==> src/rtl/i2c_ctl_seq.sv <==
module i2c_ctl_seq (
  input  logic       clk,
  input  logic       rst,
  input  logic       wr_en,
  input  logic [7:0] wr_data,
  output logic [7:0] rd_data,
  input  logic       is_master,
  input  logic       bus_free,
  input  logic       ev_start_sent,
  input  logic       ev_stop_sent,
  input  logic       ev_byte_done,
  input  logic       ev_addr_match,
  input  logic       ev_hdr10,
  input  logic       addr_valid,
  input  logic [7:0] addr_byte,
  input  logic       hold_pend,
  input  logic [4:0] flag_clr,
  output logic       req_start,
  output logic       req_stop,
  output logic       ack_out,
  output logic       gc_ack,
  output logic       release_lines,
  output logic       scl_hold,
  output logic       irq
);

  logic       en_q, gce_q, sta_q, ack_q, sto_q, ie_q;
  logic [4:0] flg_q;
  logic       arm_q, rel_q, gc_q;
  logic [4:0] flg_set;

  assign flg_set = {ev_stop_sent, ev_addr_match, ev_byte_done, ev_hdr10, ev_start_sent};

  always_ff @(posedge clk) begin
    if (rst) begin
      en_q <= 1'b0; gce_q <= 1'b0; sta_q <= 1'b0;
      ack_q <= 1'b0; sto_q <= 1'b0; ie_q <= 1'b0;
    end else if (wr_en) begin
      en_q <= wr_data[5];
      if (en_q) begin
        gce_q <= wr_data[5] & wr_data[4];
        sta_q <= wr_data[5] & wr_data[3];
        ack_q <= wr_data[5] & wr_data[2];
        sto_q <= wr_data[1];
        ie_q  <= wr_data[5] & wr_data[0];
      end
    end else begin
      if (en_q && ev_start_sent) sta_q <= 1'b0;
      if (en_q && is_master && ev_stop_sent) sto_q <= 1'b0;
    end
  end

  always_ff @(posedge clk) begin
    if (rst) flg_q <= '0;
    else begin
      flg_q[4] <= (flg_q[4] & ~flag_clr[4]) | flg_set[4];
      if (!en_q) flg_q[3:0] <= '0;
      else       flg_q[3:0] <= (flg_q[3:0] & ~flag_clr[3:0]) | flg_set[3:0];
    end
  end

  always_ff @(posedge clk) begin
    if (rst || !en_q || ev_stop_sent) arm_q <= 1'b0;
    else if (ev_start_sent || ev_byte_done) arm_q <= 1'b1;
  end

  always_ff @(posedge clk) begin
    if (rst || !en_q || !sto_q || is_master) rel_q <= 1'b0;
    else if (ev_byte_done) rel_q <= 1'b1;
  end

  always_ff @(posedge clk) begin
    if (rst) gc_q <= 1'b0;
    else     gc_q <= en_q & gce_q & addr_valid & (addr_byte == 8'h00);
  end

  assign rd_data       = {2'b00, en_q, gce_q, sta_q, ack_q, sto_q, ie_q};
  assign req_start     = en_q & sta_q & (is_master | bus_free);
  assign req_stop      = en_q & is_master & sto_q & ~sta_q & arm_q;
  assign ack_out       = en_q & ack_q;
  assign gc_ack        = gc_q;
  assign release_lines = en_q & rel_q;
  assign scl_hold      = en_q & ((|flg_q[3:0]) | hold_pend);
  assign irq           = ie_q & (|flg_q);

  assert_dis_write_R2: assert property (@(posedge clk) disable iff (rst)
    (!rd_data[5] && wr_en) |=> (rd_data[4:2] == 3'b000 && !rd_data[0]));

  assert_released_R3: assert property (@(posedge clk) disable iff (rst)
    !rd_data[5] |-> !(req_start || req_stop || ack_out || scl_hold || release_lines));

  assert_gc_match_R4: assert property (@(posedge clk) disable iff (rst)
    gc_ack |-> ($past(addr_valid) && $past(addr_byte) == 8'h00));

  assert_start_clr_R5: assert property (@(posedge clk) disable iff (rst)
    (rd_data[5] && ev_start_sent && !wr_en) |=> !rd_data[3]);

  assert_order_R8: assert property (@(posedge clk) disable iff (rst)
    req_stop |-> !req_start);

  assert_slave_stop_R9: assert property (@(posedge clk) disable iff (rst)
    (rd_data[5] && !is_master && rd_data[1] && !wr_en) |=> rd_data[1]);

  assert_irq_gate_R11: assert property (@(posedge clk) disable iff (rst)
    irq |-> rd_data[0]);

endmodule

==> config.mk <==
export PLATFORM = sky130hd
export DESIGN_NAME = i2c_ctl_seq
export DESIGN_NICKNAME = d
export VERILOG_FILES = /design/src/rtl/i2c_ctl_seq.sv
export SDC_FILE = /design/constraint.sdc
export NUM_CORES = 1
export LEC_CHECK = 0
export ABC_CLOCK_PERIOD_IN_PS = 1100
export BUFFER_PORTS_ARGS = -buffer_cell sky130_fd_sc_hd__buf_4
export CAP_MARGIN = 20
export CORE_MARGIN = 5
export CORE_UTILIZATION = 36
export CTS_CLUSTER_DIAMETER = 60
export CTS_CLUSTER_SIZE = 28
export DETAILED_ROUTE_END_ITERATION = 8
export PLACE_DENSITY = 0.72
export REMOVE_ABC_BUFFERS = 1
export SLEW_MARGIN = 20
export SYNTH_ARGS = -nofsm -noshare
export SYNTH_HDL_FRONTEND = slang
export SYNTH_SLANG_ARGS = --single-unit
export TNS_END_PERCENT = 1
==> constraint.sdc <==
create_clock -name clk -period 1.1 [get_ports clk]
set_clock_uncertainty 0.1 [all_clocks]
set_input_delay 0.055 -clock clk [delete_from_list [all_inputs] [get_ports clk]]
set_output_delay 0.055 -clock clk [all_outputs]
set_load 0.02 [all_outputs]
==> results of run 1 <==
[layer usage]
| layer | wire [um] | up-vias |
|---|---|---|
| li1 | - | 383 |
| met1 | 884 | 350 |
| met2 | 1130 | 31 |
| met3 | 243 | 4 |
| met4 | 18 | 0 |
| met5 | 0 | - |
[power by group]
group	total [mW]	switching [mW]	leakage (nW)	internal, mW
clock network	0.374	0.173	0.0210	0.201
logic	0.266	0.0948	0.476	0.171
registers	0.531	0.0117	0.115	0.519
total	1.17	0.279	0.612	0.892
[through the flow]
stage / std cells / hold slack [ns] / instance area, um^2 / util, % / power (mW)
4_1_cts: 165 / -0.0743 / 1270 / 66.3 / 1.16
3_3_place_gp: 143 / 0.156 / 1050 / 54.5 / 0.739
5_1_grt: 165 / -0.0886 / 1320 / 68.4 / 1.24
2_1_floorplan: 67 / 0.0241 / 633 / - / 0.600
6_report: 165 / -0.0710 / 1320 / 68.4 / 1.17
3_5_place_dp: 143 / 0.160 / 1050 / 54.5 / 0.742
[what timing repair did]
item | 4_1_cts | 5_1_grt
endpoints found under the setup margin | 13 | 13
cloned | 0 | 0
hold endpoints to repair | 13 | 1
gates resized for setup | 4 | 12
pin swaps | 2 | 5
[flip-flops by register name (all words and copies together), names as in the netlist]
| signal | cells |
|---|---|
| gce_q | 1 |
| en_q | 1 |
| ack_q | 1 |
| rel_q | 1 |
| ie_q | 1 |
| sta_q | 1 |
| sto_q | 1 |
| gc_ack | 1 |
| arm_q | 1 |
| flg_q | 5 |
[cell usage in the layout (no fill, tap or decap), types with 3 or more instances in the layout]
master          n
nand4_1         3
inv_1           5
dfxtp_1        11
clkbuf_4        3
o21a_1          3
a21oi_1         6
buf_6           6
nand2b_1        6
buf_4          42
a21bo_2         3
dlygate4sd3_1  18
[final cells by class]
| type | count | share of cell area (%) |
|---|---|---|
| clock buffers | 4 | 2.76 |
| inverters | 5 | 1.43 |
| repair buffers | 67 | 44.3 |
| well taps | 27 | 2.57 |
| multi-input cells | 48 | 27.1 |
| flip-flops and latches | 14 | 21.8 |
[critical path, cell delays in order, from the launching register on]
cell and delay (ns):
dfxtp_2 0.34, or4_4 0.53, o21a_1 0.21, buf_6 0.14
[logic make-up (layout without fill, tap and decap cells)]
family	Yosys count	after routing	synth area share, %
AND/OR/NAND/NOR	27	27	27.0
other	1	2	0.532
flip-flops	14	14	39.8
buffers and inverters	16	76	13.3
AO/OA/AOI/OAI	18	18	17.9
multiplexers	1	1	1.42
[final timing paths]
kind	from	endpoint	slack [ns]	depth (start not counted)
max	flg_q[2]	scl_hold	-0.55	3
max reg2reg	en_q	sto_q	0.01	3
min	addr_byte[6]	gc_ack	-0.07	3
min reg2reg	flg_q[3]	flg_q[3]	0.38	2
==> run_results.csv, run 1 <==
group,metric,value,unit
global_route,grt_usage,15.5,%
power,powerDensity,891,nW/um^2
sta,worst_slack,-0.548,ns
place,dp_slack,-0.219,ns
cts,cts.sinks,14,
die,initial_core_util,36.7,%
cts,cts_setup_buffers,0,
sta,hold_viol,1,
layout,regArea,287,um^2
die,io_pins,48,
route,num_vias,768,
global_route,met3_usage,5.72,%
worst_setup_path,cp.required,0.94,ns
layout,multi_input_area,357,um^2
power,vdd_drop_max,0.527,mV
sta,slew_violations,0,
synth,synth-edff-count,0,
layout,num_antenna_cells,0,
route,drt_wl_total,2.28,mm
synth,synthCells,77,
sta,holdWs,-0.0710,ns
layout,syn_to_final_growth,86.7,%
die,die_y,54.2,um
synth,synth_area_per_cell,9.15,um^2
die,die_x,54.2,um
route,drt_iter0_markers,10,
layout,drive_above_1_share,48.6,%
worst_setup_path,path_max_fanout,2,
place,io_buffers,43,
global_route,grt_pass1_vias,765,
die,rows,16,
die,design.die.area,2940,um^2
place,place.gp.congestion,0.690,
cts,holdBufCountCts,18,
synth,yosys.area.top_type,"dfxtp_1",
route,final_antenna_net_count,0,
run_status,violations,"negative hold slack, negative setup slack",
worst_setup_path,cp_data_arrival_time,1.49,ns
cts,cts_htree_levels,1,
global_route,grtUsageMet1,16.6,%
power,power.leakage,0.612,nW
cts,cts_max_path_buffers,2,
synth,yosysWarningCount,0,
synth,synthDistinctLibCells,28,
synth,async_flop_share,0,%
cts,cts.reportedPaths.clkPinSlew,0.09,ns
sta,finalCritPeriodShare,150,%
synth,synth_ff_type,"dfxtp_1",
synth,synthesis.area,704,um^2
sta,timing.fmax,607,MHz
place,place_hpwl,1.47,mm
global_route,grt_max_degree,12,
global_route,antenna_found_initial,0,
route,vias_per_cell,4.65,
route,dr.pass1.iters,4,
synth,ys_seq_area_share,39.8,%
die,coreArea,1920,um^2
cts,insertion_delay,0.28,ns
worst_setup_path,worst-setup-path-type,"reg -> out",
cts,cts_tree,"yes",
cts,cts_buffers,3,
route,drc,0,
sta,grt_setup_unrepaired,"yes",
global_route,busiest_layer,"met2",
synth,yosysMostFrequentCell,"dfxtp_1",
synth,synth_area_leaders,"dfxtp_1, buf_4, a21oi_1, nand2b_1, a21bo_2",
synth,synth_seq_cells,14,
global_route,grt_pass1_wl,3.33,mm
worst_setup_path,worst_setup_path_end_kind,"output pin",
synth,synth_top_area_share,39.8,%
worst_setup_path,cp-start-kind,"register",
global_route,use_met2,28.7,%
layout,fillers,144,
layout,fin_nets,172,
cts,cts_root_buffer,"clkbuf_4",
global_route,overflow,0,
hold_path,min_path_type,"in -> reg",
sta,fin_crit,1.65,ns
sta,finalSetupViolCount,7,
route,wl_per_cell,13.8,um
sta,setup_tns,-1.81,ns
run,cap_violations,0,
run_status,status,"complete, but fails checks",
synth,yosys-top-cells-count,"dfxtp_1, a21oi_1, buf_4, nand2b_1, inv_1",
Note: power is estimated with default switching activity, not from simulation.
==> run 2, diff against run 1 <==
--- a/config.mk
+++ b/config.mk
@@ -5,15 +5,15 @@
 export SDC_FILE = /design/constraint.sdc
 export NUM_CORES = 1
 export LEC_CHECK = 0
-export ABC_CLOCK_PERIOD_IN_PS = 1100
+export ABC_CLOCK_PERIOD_IN_PS = 2000
 export BUFFER_PORTS_ARGS = -buffer_cell sky130_fd_sc_hd__buf_4
 export CAP_MARGIN = 20
 export CORE_MARGIN = 5
-export CORE_UTILIZATION = 36
+export CORE_UTILIZATION = 43
 export CTS_CLUSTER_DIAMETER = 60
 export CTS_CLUSTER_SIZE = 28
 export DETAILED_ROUTE_END_ITERATION = 8
-export PLACE_DENSITY = 0.72
+export PLACE_DENSITY = 0.81
 export REMOVE_ABC_BUFFERS = 1
 export SLEW_MARGIN = 20
 export SYNTH_ARGS = -nofsm -noshare
==> constraint.sdc (replaced) <==
create_clock -name clk -period 2 [get_ports clk]
set_clock_uncertainty 0.1 [all_clocks]
set_input_delay 0.1 -clock clk [delete_from_list [all_inputs] [get_ports clk]]
set_output_delay 0.1 -clock clk [all_outputs]
set_load 0.02 [all_outputs]
==> run 2 against run 1 <==
Against the previous run:
- the flow now finishes without violations
- register-to-register slack improved by 0.17 ns
- sequential share of layout area rose by 1.0 points
- final cell count fell by 7.9%
- global-route usage up 4.2 points
- worst setup slack better by 0.65 ns
- combinational power down 52%
- utilization up 12 points
- critical endpoint is now gc_ack
- largest cell class unchanged
- largest power group unchanged
==> run_results.csv, run 2 (synthesis results as in run 1) <==
group,metric,value,unit
route,dr_wl_met3,187,um
route,dr.pass1.iters,6,
hold_path,whs_path_depth,3,
layout,fin_nets,170,
layout,syn_to_final_growth,74.6,%
cts,cts_buffers,3,
route,final_antenna_net_count,0,
cts,cts.sinks,14,
worst_setup_path,cp.required,2.10,ns
run,cap_violations,0,
sta,slew_violations,0,
worst_setup_path,path_max_fanout,1,
sta,grt_setup_unrepaired,"no",
die,coreArea,1520,um^2
hold_path,hold_path.startpoint,"wr_data[4]",
worst_setup_path,startpoint,"addr_byte[3]",
layout,num_antenna_cells,0,
global_route,grt_pass1_vias,815,
die,die_y,50.5,um
hold_path,min_path_type,"in -> reg",
die,die_x,50.5,um
global_route,grt_pass1_wl,3.84,mm
cts,cts_setup_buffers,0,
global_route,overflow,0,
route,wl_per_cell,16.2,um
sta,fin_crit,1.90,ns
worst_setup_path,worst_setup_path_end_kind,"register",
power,vdd_drop_max,0.483,mV
cts,cts_max_path_buffers,2,
global_route,grt_usage,19.7,%
route,num_vias,787,
route,dr_wl_met2,1.37,mm
route,vias_per_cell,5.18,
route,drt_wl_total,2.46,mm
cts,cts.reportedPaths.clkPinSlew,0.09,ns
die,rows,14,
sta,setup_tns,0,ns
worst_setup_path,worst-r2r-cell-count,3,
layout,final_common_cell,"buf_4",
cts,cts_root_buffer,"clkbuf_4",
route,drc,0,
run_status,status,"completed",
cts,insertion_delay,0.28,ns
place,place_hpwl,1.44,mm
route,drt_iter0_markers,21,
place,io_buffers,43,
die,initial_core_util,46.2,%
cts,cts_tree,"yes",
sta,finalCritPeriodShare,95.2,%
worst_setup_path,cp_data_arrival_time,2.00,ns
die,io_pins,48,
route,top_layer,"met4",
place,place.gp.congestion,0.712,
die,design.die.area,2550,um^2
worst_setup_path,cp-start-kind,"input pin",
power,powerDensity,508,nW/um^2
worst_setup_path,worst-setup-path-type,"in -> reg",
global_route,antenna_found_initial,0,
layout,largest_reg_flops,5,
global_route,grt_max_degree,12,
route,drt-met1-wl,882,um
sta,hold_viol,0,
place,dp.cells,127,
layout,top_register,"flg_q",
worst_setup_path,rr_startpoint,"en_q",
sta,finalSetupViolCount,0,
layout,final_cell_mix,"buf_4, dlygate4sd3_1, dfxtp_1, a21oi_1, nand2b_1",
sta,timing.fmax,525,MHz
layout,drive_above_1_share,39.0,%
cts,cts_htree_levels,1,
power,power.leakage,0.599,nW
layout,finalNonFillerCells,152,
run 2: per-stage QoR:
| step | total power [mW] | setup slack (ns) | hold slack, ns | instance area, um^2 | util (%) |
|---|---|---|---|---|---|
| after CTS | 0.626 | 0.131 | 0.00168 | 1230 | 80.7 |
| final | 0.624 | 0.0969 | 0.00848 | 1230 | 80.7 |
| after detailed placement | 0.398 | 0.625 | 0.199 | 983 | 64.5 |
| after floorplan | 0.330 | 0.334 | 0.0691 | 633 | - |
| after global placement | 0.395 | 0.648 | 0.198 | 983 | 64.5 |
| after global routing | 0.655 | 0.0629 | 0.00792 | 1230 | 80.7 |
run 2: worst max-delay path: stages:
cell and delay (ns):
dlygate4sd3_1 0.56, buf_4 0.14, or4b_1 0.47, dlygate4sd3_1 0.59, nor4_2 0.14
run 2: layout make-up:
type	instances	area (um^2)
Clock buffer	4	36.3
Tap cell	16	20.0
Multi-Input combinational cell	48	334
Inverter	5	18.8
Sequential cell	14	280
Timing Repair Buffer	65	541
Fill cell	97	294
run 2: where the power goes:
part           internal, mW  switching [mW]  leakage [nW]
Sequential            0.286         0.00705         0.114
Clock                 0.111          0.0920        0.0210
Combinational        0.0791          0.0498         0.464
Total                 0.476           0.149         0.599
run 2: what timing repair did:
action                                 in CTS  in global routing
endpoints found under the hold margin      13                  0
hold buffers                               21                  0
gates resized for setup                     0                  0
run 2: worst paths after layout:
kind,end,slack [ns]
min reg2reg,gc_ack,0.39
max,gc_ack,0.1
min,gce_q,0.008
max reg2reg,rel_q,0.18
run 2: metal layers:
metal  vias to the layer above  GRT usage (%)
li1                        382              -
met1                       367           20.8
met2                        36           36.4
met3                         2           6.21
met4                         0           5.96
met5                         -              0
==> run 3, diff against run 2 <==
--- a/config.mk
+++ b/config.mk
@@ -13,6 +13,7 @@
 export CTS_CLUSTER_DIAMETER = 60
 export CTS_CLUSTER_SIZE = 28
 export DETAILED_ROUTE_END_ITERATION = 8
+export HOLD_SLACK_MARGIN = 0.05
 export PLACE_DENSITY = 0.81
 export REMOVE_ABC_BUFFERS = 1
 export SLEW_MARGIN = 20
==> run 3 against run 2 <==
Against the previous run:
- flip-flop and latch count stayed put
- utilization is 4.4 points higher
- first-iteration DRC count is 38% lower
- critical path type unchanged
- largest cell class unchanged
- largest power group unchanged
==> run_results.csv, run 3 (synthesis results as in run 1) <==
group,metric,value,unit
sta,fin_crit,1.95,ns
cts,cts_max_path_buffers,2,
worst_setup_path,worst-setup-path-type,"in -> reg",
power,power.leakage,0.622,nW
worst_setup_path,worst_setup_path_end_kind,"register",
route,drc,0,
route,final_antenna_net_count,0,
layout,final_cell_mix,"buf_4, dlygate4sd3_1, dfxtp_1, a21oi_1, nand2b_1",
die,die_x,50.5,um
die,die_y,50.5,um
global_route,grt_pass1_wl,3.97,mm
route,drt_iter0_markers,13,
hold_path,min_path_type,"in -> reg",
layout,top_register,"flg_q",
cts,cts_buffers,3,
cts,insertion_delay,0.28,ns
global_route,grt_usage,20.3,%
sta,timing.fmax,513,MHz
cts,cts_tree,"yes",
sta,slew_violations,0,
global_route,grt_max_degree,12,
sta,grt_setup_unrepaired,"no",
cts,cts.sinks,14,
place,io_buffers,43,
die,design.die.area,2550,um^2
layout,fin_nets,176,
cts,cts_htree_levels,1,
global_route,overflow,0,
place,placed_area,983,um^2
worst_setup_path,cp-start-kind,"input pin",
die,initial_core_util,46.2,%
die,rows,14,
worst_setup_path,cp.required,2.10,ns
route,num_vias,829,
place,place.gp.congestion,0.712,
die,coreArea,1520,um^2
power,design_power_total,0.639,mW
power,powerDensity,493,nW/um^2
cts,cts.reportedPaths.clkPinSlew,0.09,ns
run_status,status,"completed",
sta,setup_tns,0,ns
layout,largest_reg_flops,5,
place,place_hpwl,1.44,mm
cts,cts_root_buffer,"clkbuf_4",
layout,final_common_cell,"buf_4",
sta,finalSetupViolCount,0,
sta,finalCritPeriodShare,97.4,%
route,dr.pass1.iters,4,
global_route,grt_pass1_vias,852,
layout,syn_to_final_growth,84.0,%
route,drt_wl_total,2.61,mm
worst_setup_path,cp_data_arrival_time,2.05,ns
route,wl_per_cell,16.5,um
sta,hold_viol,0,
layout,num_antenna_cells,0,
power,vdd_drop_max,0.431,mV
die,io_pins,48,
route,vias_per_cell,5.25,
worst_setup_path,path_max_fanout,1,
layout,drive_above_1_share,38.0,%
layout,stdcell_area,1300,um^2
run,cap_violations,0,
global_route,antenna_found_initial,0,
==> run 3: cell types whose count changed in the layout (fill, tap and decap cells not counted), sizes merged <==
cell	before	now
dlygate4sd3	21	27
==> run 3: per-layer routing <==
metal | track usage [%] | vias up | routed length [um]
met5 | 0 | - | 0
met4 | 7.23 | 0 | 44
met3 | 6.21 | 4 | 219
met2 | 34.9 | 41 | 1350
met1 | 23.3 | 392 | 1000
li1 | - | 392 | -
==> run 3: power by group <==
part	switching (mW)	total (mW)	internal (mW)	leakage, nW
Clock	0.0992	0.210	0.111	0.0210
Combinational	0.0510	0.135	0.0844	0.488
Sequential	0.00738	0.293	0.286	0.114
==> run 3: timing repair <==
item	4_1_cts	5_1_grt
resized for setup	0	1
endpoints found under the setup margin	0	1
buffers inserted	0	0
hold endpoints to repair	13	0
hold buffers	27	0
==> run 3: layout make-up <==
type	count	area (um^2)
multi-input cells	48	340
inverters	5	18.8
flip-flops and latches	14	280
clock buffers	4	36.3
fillers	86	228
repair buffers	71	601
well taps	16	20.0
==> run 3: stage by stage <==
step / util (%) / hold slack (ns) / setup slack (ns) / instances
after floorplan: - / 0.0691 / 0.334 / 67
after global placement: 64.5 / 0.198 / 0.648 / 127
after detailed placement: 64.5 / 0.199 / 0.625 / 127
after CTS: 84.6 / 0.0610 / 0.131 / 158
after global routing: 85.1 / 0.0723 / 0.0342 / 158
final: 85.1 / 0.0612 / 0.0511 / 158
==> run 3: critical path, cell delays in order <==
cell	delay (ns)
dlygate4sd3_1	0.55
buf_4	0.14
or4_4	0.40
dlygate4sd3_1	0.60
nor4_2	0.26
==> run 3: path summary, 6_finish.rpt <==
| check | from | cells after the start | to | slack (ns) |
|---|---|---|---|---|
| hold / removal | wr_en | 3 | en_q | 0.06 |
| setup reg to reg | en_q | 3 | rel_q | 0.15 |
| setup / recovery | addr_byte[7] | 5 | gc_ack | 0.05 |
| hold reg to reg | gce_q | 2 | gc_ack | 0.39 |
